File: config.mk
export PLATFORM = sky130hd
export DESIGN_NAME = rtc_ms_shadow
export DESIGN_NICKNAME = d
export VERILOG_FILES = /design/src/rtl/rtc_pkg.sv /design/src/rtl/rtc_tick_gen.sv /design/src/rtl/rtc_time_core.sv /design/src/rtl/rtc_regfile.sv /design/src/rtl/rtc_ms_shadow.sv
export SDC_FILE = /design/constraint.sdc
export NUM_CORES = 1
export LEC_CHECK = 0
export ABC_AREA = 1
export BUFFER_PORTS_ARGS = -buffer_cell sky130_fd_sc_hd__buf_4
export CORE_UTILIZATION = 35
export DETAILED_ROUTE_END_ITERATION = 16
export GPL_TIMING_DRIVEN = 0
export MAX_ROUTING_LAYER = met4
export PLACE_DENSITY = 0.52
export SLEW_MARGIN = 20
export SYNTH_ARGS = -nofsm -noshare
export SYNTH_HDL_FRONTEND = slang
export SYNTH_HIERARCHICAL = 1
export SYNTH_SLANG_ARGS = --single-unit
export TNS_END_PERCENT = 30
File: constraint.sdc
create_clock -name clk -period 3.9 [get_ports clk]
set_input_delay 0.975 -clock clk [delete_from_list [all_inputs] [get_ports clk]]
set_output_delay 0.975 -clock clk [all_outputs]
set_load 0.02 [all_outputs]
File: src/rtl/rtc_pkg.sv
// Package: rtc_pkg
// Shared register offsets and the register-select type of the millisecond
// real-time counter. Assumes byte addressing with word-aligned registers.
package rtc_pkg;

    localparam int ADDR_W = 8;
    localparam int DATA_W = 32;

    localparam logic [ADDR_W-1:0] OFS_SEC_LIVE = 8'h08;
    localparam logic [ADDR_W-1:0] OFS_SEC_SNAP = 8'h0C;
    localparam logic [ADDR_W-1:0] OFS_MSEC     = 8'h10;

    typedef enum logic [1:0] {
        SEL_NONE,
        SEL_SEC_LIVE,
        SEL_SEC_SNAP,
        SEL_MSEC
    } rtc_sel_e;

    // Map a byte offset to the register it names; unmapped gives SEL_NONE.
    function automatic rtc_sel_e decode_ofs(input logic [ADDR_W-1:0] ofs);
        rtc_sel_e s;
        case (ofs)
            OFS_SEC_LIVE: s = SEL_SEC_LIVE;
            OFS_SEC_SNAP: s = SEL_SEC_SNAP;
            OFS_MSEC:     s = SEL_MSEC;
            default:      s = SEL_NONE;
        endcase
        return s;
    endfunction

endpackage

File: src/rtl/rtc_tick_gen.sv
// Module: rtc_tick_gen
// Divides the system clock into a one-cycle millisecond enable.
// Assumes CLK_PER_MS >= 2. A restart pulse returns the phase to zero, so the
// next tick follows a full CLK_PER_MS cycles later.
module rtc_tick_gen #(
    parameter int CLK_PER_MS = 50000
) (
    input  logic clk,
    input  logic rst_n,
    input  logic restart,
    output logic tick
);
    localparam int PRE_W = $clog2(CLK_PER_MS + 1);
    localparam logic [PRE_W-1:0] PRE_LAST = PRE_W'(CLK_PER_MS - 1);

    logic [PRE_W-1:0] phase_q;

    // Advance the prescaler phase, wrapping at the end of each millisecond.
    always_ff @(posedge clk) begin
        if (!rst_n) begin
            phase_q <= '0;
        end else if (restart || phase_q == PRE_LAST) begin
            phase_q <= '0;
        end else begin
            phase_q <= phase_q + 1'b1;
        end
    end

    assign tick = (phase_q == PRE_LAST);

    // Ticks are isolated pulses, and none lands straight after a restart.
    p_tick_single_r2: assert property (@(posedge clk) disable iff (!rst_n)
        tick |=> !tick);
    p_restart_gap_r2: assert property (@(posedge clk) disable iff (!rst_n)
        restart |=> !tick);

endmodule

File: src/rtl/rtc_time_core.sv
// Module: rtc_time_core
// Holds the live milliseconds (0..MS_PER_SEC-1) and seconds counts.
// A load sets the seconds count and clears milliseconds, and takes priority
// over a tick on the same edge. Seconds wrap modulo 2^SEC_W.
module rtc_time_core #(
    parameter int MS_PER_SEC = 1000,
    parameter int SEC_W      = 32,
    parameter int MS_W       = $clog2(MS_PER_SEC)
) (
    input  logic             clk,
    input  logic             rst_n,
    input  logic             tick,
    input  logic             load,
    input  logic [SEC_W-1:0] load_val,
    output logic [SEC_W-1:0] sec,
    output logic [MS_W-1:0]  msec
);
    localparam logic [MS_W-1:0] MS_LAST = MS_W'(MS_PER_SEC - 1);

    logic [SEC_W-1:0] sec_q;
    logic [MS_W-1:0]  msec_q;

    // Update the time: load first, then millisecond step with carry.
    always_ff @(posedge clk) begin
        if (!rst_n) begin
            sec_q  <= '0;
            msec_q <= '0;
        end else if (load) begin
            sec_q  <= load_val;
            msec_q <= '0;
        end else if (tick) begin
            if (msec_q == MS_LAST) begin
                msec_q <= '0;
                sec_q  <= sec_q + 1'b1;
            end else begin
                msec_q <= msec_q + 1'b1;
            end
        end
    end

    assign sec  = sec_q;
    assign msec = msec_q;

    p_ms_range_r3: assert property (@(posedge clk) disable iff (!rst_n)
        msec_q <= MS_LAST);
    p_ms_hold_r2: assert property (@(posedge clk) disable iff (!rst_n)
        (!tick && !load) |=> ($stable(msec_q) && $stable(sec_q)));
    p_rollover_r3: assert property (@(posedge clk) disable iff (!rst_n)
        (tick && !load && msec_q == MS_LAST) |=>
            (msec_q == '0 && sec_q == $past(sec_q) + 1'b1));
    p_load_wins_r10: assert property (@(posedge clk) disable iff (!rst_n)
        load |=> (sec_q == $past(load_val) && msec_q == '0));

endmodule

File: src/rtl/rtc_regfile.sv
// Module: rtc_regfile
// Register decode of the counter: live seconds (read/write), seconds snapshot
// (read-only) and milliseconds (read-only; a read captures the snapshot).
// Read data is registered and is zero after any cycle without a read.
module rtc_regfile
    import rtc_pkg::*;
#(
    parameter int SEC_W = 32,
    parameter int MS_W  = 10
) (
    input  logic              clk,
    input  logic              rst_n,
    input  logic              bus_sel,
    input  logic              bus_wr,
    input  logic [ADDR_W-1:0] bus_addr,
    input  logic [DATA_W-1:0] bus_wdata,
    input  logic [SEC_W-1:0]  sec,
    input  logic [MS_W-1:0]   msec,
    output logic              load,
    output logic [SEC_W-1:0]  load_val,
    output logic [DATA_W-1:0] bus_rdata
);
    rtc_sel_e          sel;
    logic              rd_any;
    logic              rd_msec;
    logic [SEC_W-1:0]  snap_q;
    logic [DATA_W-1:0] rdata_q;

    // Decode the access into a register select and the side-effect strobes.
    always_comb begin
        sel      = decode_ofs(bus_addr);
        rd_any   = bus_sel && !bus_wr;
        rd_msec  = rd_any && (sel == SEL_MSEC);
        load     = bus_sel && bus_wr && (sel == SEL_SEC_LIVE);
        load_val = bus_wdata[SEC_W-1:0];
    end

    // Capture live seconds into the snapshot when milliseconds are read.
    always_ff @(posedge clk) begin
        if (!rst_n) begin
            snap_q <= '0;
        end else if (rd_msec) begin
            snap_q <= sec;
        end
    end

    // Register the read data; zero when no read is presented.
    always_ff @(posedge clk) begin
        if (!rst_n) begin
            rdata_q <= '0;
        end else if (rd_any) begin
            case (sel)
                SEL_SEC_LIVE: rdata_q <= DATA_W'(sec);
                SEL_SEC_SNAP: rdata_q <= DATA_W'(snap_q);
                SEL_MSEC:     rdata_q <= DATA_W'(msec);
                default:      rdata_q <= '0;
            endcase
        end else begin
            rdata_q <= '0;
        end
    end

    assign bus_rdata = rdata_q;

    p_snap_capture_r5: assert property (@(posedge clk) disable iff (!rst_n)
        rd_msec |=> snap_q == $past(sec));
    p_snap_hold_r8: assert property (@(posedge clk) disable iff (!rst_n)
        !rd_msec |=> $stable(snap_q));
    p_rdata_idle_r9: assert property (@(posedge clk) disable iff (!rst_n)
        !rd_any |=> bus_rdata == '0);

endmodule

File: src/rtl/rtc_ms_shadow.sv
// Module: rtc_ms_shadow (top)
// Millisecond real-time counter with a seconds snapshot taken on each
// milliseconds read. Assumes CLK_PER_MS >= 2 and SEC_W <= 32.
module rtc_ms_shadow
    import rtc_pkg::*;
#(
    parameter int CLK_PER_MS = 50000,
    parameter int MS_PER_SEC = 1000,
    parameter int SEC_W      = 32
) (
    input  logic              clk,
    input  logic              rst_n,
    input  logic              bus_sel,
    input  logic              bus_wr,
    input  logic [7:0]        bus_addr,
    input  logic [31:0]       bus_wdata,
    output logic [31:0]       bus_rdata
);
    localparam int MS_W = $clog2(MS_PER_SEC);

    logic             tick;
    logic             load;
    logic [SEC_W-1:0] load_val;
    logic [SEC_W-1:0] sec;
    logic [MS_W-1:0]  msec;

    rtc_tick_gen #(
        .CLK_PER_MS (CLK_PER_MS)
    ) u_tick (
        .clk     (clk),
        .rst_n   (rst_n),
        .restart (load),
        .tick    (tick)
    );

    rtc_time_core #(
        .MS_PER_SEC (MS_PER_SEC),
        .SEC_W      (SEC_W),
        .MS_W       (MS_W)
    ) u_core (
        .clk      (clk),
        .rst_n    (rst_n),
        .tick     (tick),
        .load     (load),
        .load_val (load_val),
        .sec      (sec),
        .msec     (msec)
    );

    rtc_regfile #(
        .SEC_W (SEC_W),
        .MS_W  (MS_W)
    ) u_regs (
        .clk       (clk),
        .rst_n     (rst_n),
        .bus_sel   (bus_sel),
        .bus_wr    (bus_wr),
        .bus_addr  (bus_addr),
        .bus_wdata (bus_wdata),
        .sec       (sec),
        .msec      (msec),
        .load      (load),
        .load_val  (load_val),
        .bus_rdata (bus_rdata)
    );

    p_reset_clear_r1: assert property (@(posedge clk)
        !rst_n |=> bus_rdata == '0);

endmodule

==> run_results.csv <==
group,metric,value,unit
logic_synthesis,synth_fp_nets,1008,
clock_network,clock-root-buffer,"sky130_fd_sc_hd__clkbuf_16",
global_routing,first_global_vias,5353,
timing,timing.max_slew.rel_slack,63.84,%
routing,viasPerCell,4.767,
worst_setup_path,critical-path-max-stage-delay,410,ps
clock_network,cts_sinks,122,
logic_synthesis,ys_types,42,
global_routing,global_route_wire_length_before_repair,28360,µm
worst_setup_path,timing.critical_path.arrival,3430,ps
placement,place_congestion,0.8328,
routing,drtIter0Drc,414,
power,portion_of_total_power_attributed_to_the_clock_network,54.8,%
logic_synthesis,syn-instance-count,961,
final_layout,layout.cell_area.non_filler,0.007647,mm²
timing,achievable-frequency,319.1,MHz
floorplan,design.die.area,0.01891,mm²
worst_setup_path,criticalPathCategory,"in -> reg",
logic_synthesis,synth_warnings,6,
timing,setup_viol,0,
placement,post-dp-hpwl,13010,µm
worst_setup_path,start_kind,"primary input",
power,seqPwrFrac,41.9,%
power,pwr_density_cell,391.3,mW/mm²
global_routing,pin_count_of_the_biggest_net_entering_global_routing,17,
power,swShare,22.68,%
power,max-vdd-ir-drop,263.6,µV
power,power_leakage,2.976,nW
power,power.net_switching,0.6786,mW
logic_synthesis,synthesis.area_per_instance,6.688,µm²
clock_network,postCtsSetupRepairBufs,0,
placement,placed_cell_area,0.007037,mm²
logic_synthesis,synth-edff-count,0,
worst_setup_path,critical_path.top_delay_family,"buffers and inverters",
timing,clock-skew-final,10.61,ps
timing,timing_worst_slew_pin_value,540.4,ps
clock_network,clock_tree_from_tritoncts,"yes",
final_layout,final_cell_mix,"sky130_fd_sc_hd__nand2_1 (271), sky130_fd_sc_hd__nor2_1 (127), sky130_fd_sc_hd__dfxtp_1 (122), sky130_fd_sc_hd__nand3_1 (100), sky130_fd_sc_hd__inv_1 (89)",
run,drv_cap,0,
timing,min_period_over_period,80.36,%
worst_setup_path,crit_path_cell_chain,"buf_4 > nor2_1 > inv_1 > nor3_4 > nand2_1 > nor2_1 > buf_4 > clkinv_1 > clkbuf_1 > o21ai_0 > a211oi_2",
power,cell_internal_power,2.314,mW
floorplan,initial_utilization,35.78,%
final_layout,num-fill-cells,1938,
clock_network,clkTransAtPathRegs,60,ps
worst_setup_path,worstSetupEndpointType,"register",
clock_network,cts-resized-gates,0,
worst_setup_path,worst-path-max-fanout,10,
final_layout,post_route_cells_drive_above_1_share,14.67,%
clock_network,htree_num_levels,4,
power,comb_power_share,3.3,%
final_layout,antenna-diode-count,0,
clock_network,clock_path_buffers,2,
global_routing,grt.total_usage,20.56,%
routing,route.detailed.wl_per_inst,14.00,µm
logic_synthesis,fraction_of_the_yosys_area_taken_by_sequential_cells,38.00,%
logic_synthesis,yosys_register_bits,122,
placement,portBuffers,43,
timing,report.final.hold_viol_count,0,
timing,timing.final.crit_period,3134,ps
final_layout,num-nets-final,1070,
clock_network,post_cts_hold_buffer_count,0,
routing,ant_nets,0,
global_routing,grt_overflow_total,0,
routing,routed_wirelength,17710,µm
timing,timing_max_transition_violations_final,0,
floorplan,floorplan.die.width,137.5,µm
logic_synthesis,synthesis.area,0.006427,mm²
routing,drc_errors,0,
final_layout,most_frequent_standard_cell_in_the_layout_excluding_fill_and_tap_cells,"sky130_fd_sc_hd__nand2_1",
worst_setup_path,critPathSlowestCell,"sky130_fd_sc_hd__o21ai_0",
worst_setup_path,timing.critical_path.required,4200,ps
run_status,status,"finished clean",
logic_synthesis,yosys_most_used_dff,"sky130_fd_sc_hd__dfxtp_1",
floorplan,design.portCount,76,
clock_network,clk-insertion-delay-late,430,ps
final_layout,area_delta_synth_final,18.98,%
global_routing,grt_antenna_before_repair,0,
timing,tns,0,ps
floorplan,placeableCoreArea,0.01796,mm²
worst_setup_path,cp.buffers_inverters,5,
routing,via_count_of_the_routed_design,6030,
worst_hold_path,hold_class,"reg -> reg",
clock_network,numCtsBuffers,17,
logic_synthesis,synthArstFlopShare,0,%
routing,detail_route.first_pass.iterations,5,
worst_setup_path,r2r_setup_slack,1470,ps
floorplan,num_rows,49,
timing,setup_repair_after_global_routing_missed_its_margin,"no",
floorplan,chipHeight,137.5,µm
## flip-flops by register name, indices dropped and copies added, names as in the netlist
name,flops
u_core/msec,10
u_regs/bus_rdata,32
u_tick/phase_q,16
u_core/sec,32
u_regs/snap_q,32
## cell usage after synthesis, types with 2 or more instances
cell type                  instances  area (µm²)
sky130_fd_sc_hd__inv_1            89       334.1
sky130_fd_sc_hd__nand2_4           2       22.52
sky130_fd_sc_hd__o21ai_0          28       140.1
sky130_fd_sc_hd__nor3_1            4       20.02
sky130_fd_sc_hd__buf_4            36       270.3
sky130_fd_sc_hd__clkinv_1          2       7.510
sky130_fd_sc_hd__dfxtp_1         122        2442
sky130_fd_sc_hd__nand3_2           4       40.04
sky130_fd_sc_hd__a211oi_2          2       25.02
sky130_fd_sc_hd__nand3b_1          4       30.03
sky130_fd_sc_hd__nand4_1          10       62.56
sky130_fd_sc_hd__nor3_4            2       32.53
sky130_fd_sc_hd__nor2_2            5       31.28
sky130_fd_sc_hd__nand2_1         271        1017
sky130_fd_sc_hd__a21oi_1          73       365.4
sky130_fd_sc_hd__inv_2             4       15.01
sky130_fd_sc_hd__nor2_4            3       33.78
sky130_fd_sc_hd__a211oi_1          3       22.52
sky130_fd_sc_hd__nand3_1         100       500.5
sky130_fd_sc_hd__clkbuf_1         15       56.30
sky130_fd_sc_hd__xor2_1           11       96.34
sky130_fd_sc_hd__and2_1            2       12.51
sky130_fd_sc_hd__o21bai_1          2       15.01
sky130_fd_sc_hd__and3_1            2       12.51
sky130_fd_sc_hd__a31oi_1           2       12.51
sky130_fd_sc_hd__o21ai_1           2       10.01
sky130_fd_sc_hd__nor2_1          127       476.7
sky130_fd_sc_hd__ha_1              3       37.54
sky130_fd_sc_hd__buf_6             5       56.30
sky130_fd_sc_hd__nand2_2           3       18.77
sky130_fd_sc_hd__buf_2             4       20.02
sky130_fd_sc_hd__xnor2_1           9       78.83
## routing by layer
metal | wire [µm] | vias up | track usage [%]
li1 | - | 3150 | -
met1 | 8839 | 2731 | 27.75
met2 | 7759 | 134 | 30.43
met3 | 895 | 15 | 4.746
met4 | 219 | 0 | 5.861
met5 | 0 | - | -
## power groups by stage
stage               clock [mW]  sequential (mW)  combinational (mW)
floorplan                    0             1.28              0.0679
global placement             0             1.28               0.100
detailed placement           0             1.28               0.100
CTS                       1.67             1.25               0.101
global route              1.74             1.25               0.111
finish                    1.64             1.25              0.0997
## metrics by stage
stage	power, mW	setup slack, ps	std cells	utilization [%]	hold slack, ps
floorplan	1.347	1153	961	-	429.6
global route	3.099	495.2	1265	42.57	481.9
finish	2.993	766.0	1265	42.57	462.7
CTS	3.023	765.2	1265	42.57	461.3
global placement	1.380	345.2	1233	39.17	447.8
detailed placement	1.380	329.2	1233	39.17	454.5
## area by class of cell
cell class                 count  area, µm²  area share, %
buffer                        62      426.7          5.579
clock buffer                  18      439.2          5.743
clock inverter                14      171.4          2.241
inverter                      95      356.6          4.663
multi-input combinational    682       3202          41.87
sequential                   122       2442          31.94
tap                          229      286.5          3.747
timing repair buffer          43      322.8          4.221
## kinds of logic (layout without fill, tap and decap cells)
kind of cell             Yosys count  in the layout  synth area share, %
AND/OR/NAND/NOR                  545            545                37.03
buffers and inverters            157            232                12.19
flip-flops                       122            122                38.00
AO/OA/AOI/OAI                    113            113                9.324
XOR/XNOR                          20             20                2.725
adder cells (fa/ha/maj)            3              3               0.5841
multiplexers                       1              1               0.1557
## path summary, 6_finish.rpt
kind                     start              endpoint  depth (start not counted)
max                bus_addr[1]         u_core/sec[3]                         11
min          u_regs/snap_q[23]  u_regs/bus_rdata[23]                          2
max reg2reg  u_tick/phase_q[0]        u_core/sec[28]                         13
min reg2reg  u_regs/snap_q[23]  u_regs/bus_rdata[23]                          2
## tightest hold or removal path, delay by kind of cell (launching register included)
kind / cells / cell delay (ps)
AO/OA/AOI/OAI: 1 / 50
flip-flops: 1 / 310
AND/OR/NAND/NOR: 1 / 60
(Power assumes the default switching activity.)
